$ cat config.mk
export PLATFORM = sky130hd
export DESIGN_NAME = bus_cycle_seq
export DESIGN_NICKNAME = d
export VERILOG_FILES = /design/src/rtl/bcs_pkg.sv /design/src/rtl/bcs_tstate_fsm.sv /design/src/rtl/bcs_pin_decode.sv /design/src/rtl/bus_cycle_seq.sv
export SDC_FILE = /design/constraint.sdc
export NUM_CORES = 1
export LEC_CHECK = 0
export CELL_PAD_IN_SITES_DETAIL_PLACEMENT = 1
export CELL_PAD_IN_SITES_GLOBAL_PLACEMENT = 2
export CORE_MARGIN = 2
export CORE_UTILIZATION = 25
export DETAILED_ROUTE_END_ITERATION = 7
export GPL_TIMING_DRIVEN = 1
export PLACE_DENSITY = 0.71
export SYNTH_ARGS = -nofsm -noshare
export SYNTH_HDL_FRONTEND = slang
export SYNTH_SLANG_ARGS = --single-unit
$ cat constraint.sdc
create_clock -name clk -period 1.7 [get_ports clk]
set_input_delay 0.34 -clock clk [delete_from_list [all_inputs] [get_ports clk]]
set_output_delay 0.34 -clock clk [all_outputs]
set_load 0.1 [all_outputs]
$ cat src/rtl/bcs_pkg.sv
package bcs_pkg;

    typedef enum logic [2:0] {
        K_FETCH = 3'd0,
        K_MRD   = 3'd1,
        K_MWR   = 3'd2,
        K_IORD  = 3'd3,
        K_IOWR  = 3'd4
    } cyc_kind_e;

    localparam logic [2:0] KIND_LAST = 3'd4;

    typedef enum logic [2:0] {
        S_IDLE = 3'd0,
        S_T1   = 3'd1,
        S_T2   = 3'd2,
        S_TW   = 3'd3,
        S_T3   = 3'd4,
        S_T4   = 3'd5
    } tstate_e;

    function automatic logic kind_is_io(cyc_kind_e k);
        return (k == K_IORD) || (k == K_IOWR);
    endfunction

    function automatic logic kind_reads(cyc_kind_e k);
        return (k == K_FETCH) || (k == K_MRD) || (k == K_IORD);
    endfunction

    function automatic logic kind_writes(cyc_kind_e k);
        return (k == K_MWR) || (k == K_IOWR);
    endfunction

    function automatic logic [1:0] kind_status(cyc_kind_e k);
        logic [1:0] s;
        if (k == K_FETCH)      s = 2'b11;
        else if (kind_reads(k)) s = 2'b10;
        else                   s = 2'b01;
        return s;
    endfunction

endpackage

$ cat src/rtl/bcs_tstate_fsm.sv
module bcs_tstate_fsm
    import bcs_pkg::*;
(
    input  tstate_e   state_q,
    input  logic      start,
    input  logic      ready,
    input  cyc_kind_e kind,
    output tstate_e   state_d
);
    always_comb begin
        state_d = state_q;
        case (state_q)
            S_IDLE:     state_d = start ? S_T1 : S_IDLE;
            S_T1:       state_d = S_T2;
            S_T2, S_TW: state_d = ready ? S_T3 : S_TW;
            S_T3:       state_d = (kind == K_FETCH) ? S_T4 : S_IDLE;
            S_T4:       state_d = S_IDLE;
            default:    state_d = S_IDLE;
        endcase
    end
endmodule

$ cat src/rtl/bcs_pin_decode.sv
module bcs_pin_decode
    import bcs_pkg::*;
#(
    parameter int ADDR_W = 16,
    parameter int DATA_W = 8,
    localparam int HI_W  = ADDR_W - DATA_W
) (
    input  tstate_e           state,
    input  cyc_kind_e         kind,
    input  logic [ADDR_W-1:0] addr,
    input  logic [DATA_W-1:0] wdata,
    output logic              ale,
    output logic              io_sel,
    output logic [1:0]        stat,
    output logic              rd_n,
    output logic              wr_n,
    output logic [HI_W-1:0]   addr_hi,
    output logic [DATA_W-1:0] ad_out,
    output logic              ad_oe
);
    logic [DATA_W-1:0] lo_byte;
    logic [HI_W-1:0]   hi_byte;

    assign lo_byte = addr[DATA_W-1:0];
    assign hi_byte = kind_is_io(kind) ? HI_W'(lo_byte) : addr[ADDR_W-1:DATA_W];

    always_comb begin
        ale     = 1'b0;
        io_sel  = 1'b0;
        stat    = 2'b00;
        rd_n    = 1'b1;
        wr_n    = 1'b1;
        addr_hi = '0;
        ad_out  = '0;
        ad_oe   = 1'b0;
        case (state)
            S_T1: begin
                ale     = 1'b1;
                io_sel  = kind_is_io(kind);
                stat    = kind_status(kind);
                addr_hi = hi_byte;
                ad_out  = lo_byte;
                ad_oe   = 1'b1;
            end
            S_T2, S_TW, S_T3: begin
                io_sel  = kind_is_io(kind);
                stat    = kind_status(kind);
                addr_hi = hi_byte;
                rd_n    = ~kind_reads(kind);
                wr_n    = ~kind_writes(kind);
                ad_oe   = kind_writes(kind);
                ad_out  = kind_writes(kind) ? wdata : '0;
            end
            S_T4: begin
                stat    = kind_status(kind);
                addr_hi = hi_byte;
            end
            default: ;
        endcase
    end
endmodule

$ cat src/rtl/bus_cycle_seq.sv
module bus_cycle_seq
    import bcs_pkg::*;
#(
    parameter int ADDR_W = 16,
    parameter int DATA_W = 8,
    localparam int HI_W  = ADDR_W - DATA_W
) (
    input  logic              clk,
    input  logic              rst_n,
    input  logic              req_valid,
    input  logic [2:0]        req_kind,
    input  logic [ADDR_W-1:0] req_addr,
    input  logic [DATA_W-1:0] req_wdata,
    output logic              busy,
    input  logic              ready,
    input  logic [DATA_W-1:0] ad_in,
    output logic [DATA_W-1:0] ad_out,
    output logic              ad_oe,
    output logic [HI_W-1:0]   addr_hi,
    output logic              ale,
    output logic              io_sel,
    output logic [1:0]        stat,
    output logic              rd_n,
    output logic              wr_n,
    output logic              rsp_done,
    output logic [DATA_W-1:0] rsp_data
);
    typedef struct packed {
        tstate_e           st;
        cyc_kind_e         kind;
        logic [ADDR_W-1:0] addr;
        logic [DATA_W-1:0] wdata;
        logic              ale;
        logic              io_sel;
        logic [1:0]        stat;
        logic              rd_n;
        logic              wr_n;
        logic [HI_W-1:0]   hi;
        logic [DATA_W-1:0] ad_out;
        logic              ad_oe;
        logic              done;
        logic [DATA_W-1:0] rdata;
    } seq_regs_t;

    seq_regs_t r_q, r_d;
    logic      start;
    tstate_e   st_next;

    assign start = (r_q.st == S_IDLE) && req_valid && (req_kind <= KIND_LAST);

    bcs_tstate_fsm u_fsm (
        .state_q (r_q.st),
        .start   (start),
        .ready   (ready),
        .kind    (r_q.kind),
        .state_d (st_next)
    );

    cyc_kind_e         kind_n;
    logic [ADDR_W-1:0] addr_n;
    logic [DATA_W-1:0] wdata_n;

    assign kind_n  = start ? cyc_kind_e'(req_kind) : r_q.kind;
    assign addr_n  = start ? req_addr : r_q.addr;
    assign wdata_n = start ? req_wdata : r_q.wdata;

    logic              p_ale, p_io, p_rd_n, p_wr_n, p_oe;
    logic [1:0]        p_stat;
    logic [HI_W-1:0]   p_hi;
    logic [DATA_W-1:0] p_out;

    bcs_pin_decode #(.ADDR_W(ADDR_W), .DATA_W(DATA_W)) u_pins (
        .state   (st_next),
        .kind    (kind_n),
        .addr    (addr_n),
        .wdata   (wdata_n),
        .ale     (p_ale),
        .io_sel  (p_io),
        .stat    (p_stat),
        .rd_n    (p_rd_n),
        .wr_n    (p_wr_n),
        .addr_hi (p_hi),
        .ad_out  (p_out),
        .ad_oe   (p_oe)
    );

    always_comb begin
        r_d        = r_q;
        r_d.st     = st_next;
        r_d.kind   = kind_n;
        r_d.addr   = addr_n;
        r_d.wdata  = wdata_n;
        r_d.ale    = p_ale;
        r_d.io_sel = p_io;
        r_d.stat   = p_stat;
        r_d.rd_n   = p_rd_n;
        r_d.wr_n   = p_wr_n;
        r_d.hi     = p_hi;
        r_d.ad_out = p_out;
        r_d.ad_oe  = p_oe;
        r_d.done   = (r_q.st == S_T3);
        if ((r_q.st == S_T3) && kind_reads(r_q.kind)) begin
            r_d.rdata = ad_in;
        end
    end

    always_ff @(posedge clk) begin
        if (!rst_n) begin
            r_q      <= '0;
            r_q.rd_n <= 1'b1;
            r_q.wr_n <= 1'b1;
        end else begin
            r_q <= r_d;
        end
    end

    assign busy     = (r_q.st != S_IDLE);
    assign ad_out   = r_q.ad_out;
    assign ad_oe    = r_q.ad_oe;
    assign addr_hi  = r_q.hi;
    assign ale      = r_q.ale;
    assign io_sel   = r_q.io_sel;
    assign stat     = r_q.stat;
    assign rd_n     = r_q.rd_n;
    assign wr_n     = r_q.wr_n;
    assign rsp_done = r_q.done;
    assign rsp_data = r_q.rdata;
endmodule

==> results of run 1 <==
routing by layer:
metal | track usage, % | wire [um] | vias up
met3 | 4.45 | 396 | 4
met5 | 0 | 0 | -
li1 | - | - | 1105
met1 | 16.7 | 3190 | 1141
met4 | 2.76 | 36 | 0
met2 | 24.0 | 4010 | 61
sequential cells by signal, summed over array words and instances (netlist names):
signal	cells
r_q	30
io_sel	1
addr_hi	8
ad_oe	1
rsp_data	8
rsp_done	1
rd_n	1
stat	2
ale	1
wr_n	1
ad_out	8
synthesized netlist by cell type:
cell type	count	area [um2]
or2_2	2	12.5
and3_1	8	50.1
a31oi_1	1	6.26
nor2_1	32	120
buf_4	29	218
nor4b_1	1	8.76
buf_2	5	25.0
nor3_4	1	16.3
nand2_1	29	109
a21bo_2	1	10.0
dfxtp_1	62	1240
clkbuf_1	6	22.5
o22ai_1	9	56.3
o21a_1	1	7.51
inv_1	3	11.3
or2_1	1	6.26
a211oi_2	1	12.5
or3b_1	1	8.76
o22a_1	1	8.76
a211o_1	1	8.76
nor2b_1	2	12.5
clkbuf_2	2	10.0
nor3b_1	1	7.51
nor4_1	1	6.26
a211oi_1	7	52.6
nand3_1	9	45.0
a222oi_1	1	10.0
o221a_2	1	11.3
or4b_1	1	10.0
buf_6	1	11.3
o21ai_2	2	17.5
and2_1	1	6.26
o21bai_1	1	7.51
a21oi_1	21	105
or3_1	2	12.5
a211oi_4	1	20.0
xnor2_1	1	8.76
nor3_1	3	15.0
o21ai_1	1	5.00
a2111oi_0	8	70.1
nand2_2	1	6.26
mux2i_1	16	160
metrics by stage:
stage | total power, mW | std cells | setup TNS [ns] | hold slack (ns) | area [um2]
finish | 4.36 | 496 | -0.792 | 0.462 | 4430
global placement | 2.89 | 478 | -22.32 | 0.448 | 3820
CTS | 4.29 | 499 | -1.57 | 0.462 | 4180
detailed placement | 2.91 | 478 | -24.43 | 0.451 | 3820
global route | 4.56 | 496 | -2.93 | 0.494 | 4430
floorplan | 2.41 | 279 | -0.212 | 0.431 | 2610
logic make-up (layout without fill, tap and decap cells):
| group | Yosys count | after routing |
|---|---|---|
| DFF | 62 | 62 |
| and+or+nand+nor | 96 | 96 |
| AOI/OAI and AO/OA | 58 | 59 |
| buffers and inverters | 46 | 126 |
| muxes | 16 | 16 |
| xor gates and xnor gates | 1 | 1 |
where the power goes:
group	internal (mW)	switching [mW]
sequential	1.55	0.0903
clock	0.665	0.586
combinational	0.638	0.830
total	2.86	1.51
layout make-up:
class                   instances  area (um2)
fillers                      1091        5700
repair buffers                108        1410
multi-input cells             172        1410
flip-flops and latches         62        1250
well taps                     136         170
clock buffers                   9         124
clock inverters                 6        63.8
inverters                       3        11.3
repair_timing:
action | CTS | global route
endpoints found under the setup margin | 48 | 38
cloned | 2 | 0
pin swaps | 13 | 17
gates resized for setup | 26 | 55
buffers inserted | 4 | 0
critical path, stage by stage, from the launching register on:
cell	delay (ns)
dfxtp_4	0.37
or4b_4	0.59
a211oi_4	0.23
buf_6	0.16
buf_6	0.10
a2111oi_4	0.03
a211oi_2	0.22
worst min path at each step:
stage / startpoint / slack (ns) / to / cells past startpoint
finish: r_q[34] / 0.46 / r_q[34] / 2
detailed placement: r_q[33] / 0.45 / r_q[33] / 2
CTS: r_q[33] / 0.46 / r_q[33] / 2
global placement: r_q[32] / 0.45 / r_q[32] / 2
global route: r_q[39] / 0.49 / r_q[39] / 2
floorplan: ready / 0.43 / r_q[60] / 1
==> run_results.csv, run 1 <==
group,metric,value,unit
sta,finalSetupViolations,23,
synth,yosysUniqueCellTypes,42,
die,rows,37,
die,fp.dieW,105,um
synth,syn_avg_cell_area,9.21,um2
route,drt_wl_total,7.63,mm
place,portBuffers,71,
die,io_pins,72,
sta,fin_crit_sh,105,%
synth,synth_top_family_by_area,"simple AND/OR/NAND/NOR gates",
clock_tree,cts_buffer_depth,2,
setup_path,cp_max_fo,5,
setup_path,r2r-start,"r_q[59]",
die,dieArea,11100,um2
die,die_y,105,um
power,p_leak,1.62,nW
clock_tree,cts_tree,"built",
global_routing,grt_pass1_vias,2414,
place,post-place-ws,-0.680,ns
setup_path,timing.rr.end,"addr_hi[5]",
global_routing,grtUsageTotal,13.8,%
finish,fin_nets,395,
sta,rsz0062_at_grt,"true",
sta,final_hold_viol_count,0,
global_routing,grt_antenna_before_repair,0,
clock_tree,path_clk_slew,0.07,ns
sta,period_needed,1.78,ns
sta,fin_skew,0.0112,ns
synth,synthAdderAreaFrac,0,%
finish,final_layout_size_suffix_gt1_share,37.8,%
power,ir_worst_vdd,0.000469,V
setup_path,reg2reg_slack,-0.08,ns
route,route.detailed.drc,0,
global_routing,grt_start_max_net_pins,40,
route,via_per_inst,4.66,
finish,layout_commonest_cell,"dfxtp_1",
setup_path,worstSetupPathType,"reg2reg",
flow_run,max_cap_viol_count,0,
finish,antenna_cells,0,
sta,timing.fmax,561,MHz
sta,slew_headroom,66.6,%
outcome,status,"finished with violations",
worst_hold_path,min_path_type,"reg2reg",
synth,ys_ff_latch,62,
route,num_vias,2311,
die,initial_core_util,25.3,%
synth,syn-num-nets,318,
clock_tree,hold_buffers,0,
synth,synth_compound_area_share,15.9,%
setup_path,startpoint,"r_q[59]",
sta,tightest_slew,0.499,ns
clock_tree,cts_sinks,62,
place,place.detailed.hpwl,5.36,mm
setup_path,cp-start-kind,"register",
synth,syn_inst,279,
outcome,violations,"setup timing",
finish,area_growth,72.5,%
synth,synth-xor-area-share,0.341,%
setup_path,worstSetupEndpoint,"addr_hi[5]",
route,drtIter0Drc,52,
global_routing,grt_overflow_total,0,
place,place.gp.congestion,0.778,
die,core,10100,um2
synth,seq_area_frac_synth,48.3,%
synth,synthMuxAreaShare,6.23,%
route,routedWlPerCell,15.4,um
clock_tree,h-tree-depth,3,
setup_path,required,1.95,ns
finish,utilization,43.7,%
route,ant_nets,0,
setup_path,arrival,2.03,ns
setup_path,cp-end-kind,"register",
global_routing,grt_pass1_wl,12.1,mm
finish,final_cell_mix,"dfxtp_1 (59), buf_12 (35), clkdlybuf4s50_1 (34)",
synth,syn_area,2570,um2
clock_tree,insertion_delay,0.33,ns
synth,ys_warn_count,0,
sta,drv_slew,0,
clock_tree,cts-root-buf,"clkbuf_8",
sta,worst_slack,-0.0829,ns
synth,synth-simple-area-share,17.6,%
power,powerDensity,984,nW/um2
setup_path,r2r_cells,6,
route,dr.pass1.iters,4,
clock_tree,cts_made_buffers,9,
Power figures use the tool's default switching activity.
==> run 2, diff against run 1 <==
--- a/config.mk
+++ b/config.mk
@@ -5,13 +5,13 @@
 export SDC_FILE = /design/constraint.sdc
 export NUM_CORES = 1
 export LEC_CHECK = 0
-export CELL_PAD_IN_SITES_DETAIL_PLACEMENT = 1
-export CELL_PAD_IN_SITES_GLOBAL_PLACEMENT = 2
+export CELL_PAD_IN_SITES_DETAIL_PLACEMENT = 0
+export CELL_PAD_IN_SITES_GLOBAL_PLACEMENT = 1
 export CORE_MARGIN = 2
-export CORE_UTILIZATION = 25
+export CORE_UTILIZATION = 32
 export DETAILED_ROUTE_END_ITERATION = 7
 export GPL_TIMING_DRIVEN = 1
-export PLACE_DENSITY = 0.71
+export PLACE_DENSITY = 0.73
 export SYNTH_ARGS = -nofsm -noshare
 export SYNTH_HDL_FRONTEND = slang
 export SYNTH_SLANG_ARGS = --single-unit
==> run 2 against run 1 <==
The flow still finishes with violations (setup timing); power grew 2.3%; setup slack gained 0.023 ns; via count shrank 5.4%; sequential share of layout area grew 1.4 points; critical endpoint is now addr_hi[2]; largest cell class unchanged.
==> run_results.csv, run 2 (synthesized netlist as in run 1, its figures left out) <==
group,metric,value,unit
outcome,status,"finished with violations",
outcome,violations,"setup timing",
place,place.gp.congestion,0.788,
die,core,7770,um2
route,route.detailed.drc,0,
die,fp.dieW,93.6,um
route,ant_nets,0,
finish,final_layout_size_suffix_gt1_share,34.1,%
finish,largest_reg_flops,30,
worst_hold_path,min_path_type,"reg2reg",
worst_hold_path,min_to,"r_q[38]",
clock_tree,cts_buffer_depth,2,
setup_path,path_cells,"or4b_4 -> a211oi_4 -> or2_1 -> buf_6 -> a211oi_1",
worst_hold_path,whs_path_depth,2,
global_routing,busiest_layer,"met2",
route,num_vias,2187,
die,rows,32,
route,routedWlPerCell,14.2,um
setup_path,cp-start-kind,"register",
setup_path,r2r_cells,5,
sta,worst_slack,-0.0595,ns
setup_path,slowest_delay,0.57,ns
finish,fin_nets,398,
place,dp_cells,443,
setup_path,required,1.91,ns
sta,slew_headroom,68.5,%
die,initial_core_util,33.1,%
sta,drv_slew,0,
clock_tree,hold_buffers,0,
global_routing,grt_overflow_total,0,
setup_path,worstSetupPathType,"reg2reg",
setup_path,arrival,1.97,ns
finish,utilization,54.1,%
setup_path,cp-end-kind,"register",
clock_tree,insertion_delay,0.34,ns
sta,final_hold_viol_count,0,
finish,nFillCells,701,
die,io_pins,72,
route,via_per_inst,4.69,
setup_path,critical-path-top-delay-family,"simple AND/OR/NAND/NOR gates",
flow_run,max_cap_viol_count,0,
place,post-place-ws,-0.660,ns
sta,rsz0062_at_grt,"true",
global_routing,grt_pass1_wl,10.8,mm
die,dieArea,8760,um2
finish,layout_commonest_cell,"dfxtp_1",
setup_path,slowest_stage,"or4b_4",
finish,antenna_cells,0,
place,portBuffers,71,
sta,fin_crit_sh,103,%
global_routing,grt_start_max_net_pins,40,
sta,period_needed,1.76,ns
global_routing,met2_usage,24.8,%
global_routing,grt_antenna_before_repair,0,
clock_tree,h-tree-depth,3,
route,drtIter0Drc,57,
clock_tree,cts_sinks,62,
sta,setup-tns-final,-0.504,ns
sta,finalSetupViolations,11,
sta,whs,0.458,ns
setup_path,reg2reg_slack,-0.06,ns
power,powerDensity,1060,nW/um2
clock_tree,cts_tree,"built",
finish,area_growth,63.4,%
clock_tree,cts-root-buf,"clkbuf_8",
finish,final_cell_mix,"dfxtp_1 (60), clkdlybuf4s50_1 (37), buf_12 (35)",
setup_path,r2r-start,"r_q[59]",
finish,top_register,"r_q",
sta,tightest_slew,0.471,ns
setup_path,timing.rr.end,"addr_hi[2]",
route,dr.pass1.iters,5,
place,place.detailed.hpwl,4.59,mm
global_routing,grt_util_met1,20.7,%
clock_tree,path_clk_slew,0.07,ns
power,ir_worst_vdd,0.000503,V
global_routing,grtUsageTotal,16.0,%
die,die_y,93.6,um
sta,fin_skew,0.00662,ns
finish,design_area,4200,um2
sta,timing.fmax,568,MHz
global_routing,use_met3,5.40,%
clock_tree,cts_made_buffers,9,
finish,stdcell_count,466,
route,drt_wl_total,6.60,mm
power,finalPower,4.46,mW
setup_path,cp_max_fo,5,
global_routing,grt_pass1_vias,2206,
setup_path,cp.depth,5,
setup_path,path_buf_inv,1,
power,p_leak,1.63,nW
place,placed_area,3760,um2
worst_hold_path,worstHoldStart,"r_q[38]",
## run 2: changes by cell type in the layout (fill, tap and decap cells not counted), moves of 5 or more
cell,change
mux2i_4,-8
buf_4,+9
buf_6,-5
mux2i_1,+7
## run 2: power breakdown
group	internal, mW	switching, mW
Clock	0.944	0.555
Sequential	1.55	0.0736
Combinational	0.571	0.766
## run 2: worst min-delay path, delay by kind of cell (launching register included)
family	cells	cell delay, ns
flip-flops	1	0.31
AND/OR/NAND/NOR	1	0.05
AO/OA/AOI/OAI	1	0.05
## run 2: worst max-delay path by stage
| stage | end | slack (ns) | start |
|---|---|---|---|
| 2_1_floorplan | wr_n | -0.03 | r_q[61] |
| 3_3_place_gp | addr_hi[6] | -0.66 | req_valid |
| 3_5_place_dp | addr_hi[3] | -0.66 | req_valid |
| 4_1_cts | addr_hi[3] | -0.08 | r_q[59] |
| 5_1_grt | addr_hi[0] | -0.12 | r_q[59] |
| 6_report | addr_hi[2] | -0.06 | r_q[59] |
## run 2: metal layers
layer | vias to the layer above | share of wire (%) | wire [um]
met5 | - | 0 | 0
met4 | 0 | 1.4 | 90
met3 | 9 | 6.3 | 416
met2 | 65 | 46 | 3030
met1 | 1006 | 46 | 3060
li1 | 1107 | - | -
## run 2: cell type report
cell class | instances | area, um2 | share of cell area, %
inverters | 3 | 11.3 | 0.268
clock inverters | 3 | 65.1 | 1.55
repair buffers | 111 | 1380 | 33.0
well taps | 102 | 128 | 3.04
flip-flops and latches | 62 | 1240 | 29.6
multi-input cells | 172 | 1200 | 28.5
clock buffers | 13 | 169 | 4.02
## run 2: timing repair
| action | in CTS | in global routing |
|---|---|---|
| setup buffers | 5 | 1 |
| gates resized for setup | 22 | 14 |
| pin swaps | 12 | 10 |
| setup endpoints to repair | 37 | 34 |
| gates cloned | 1 | 0 |
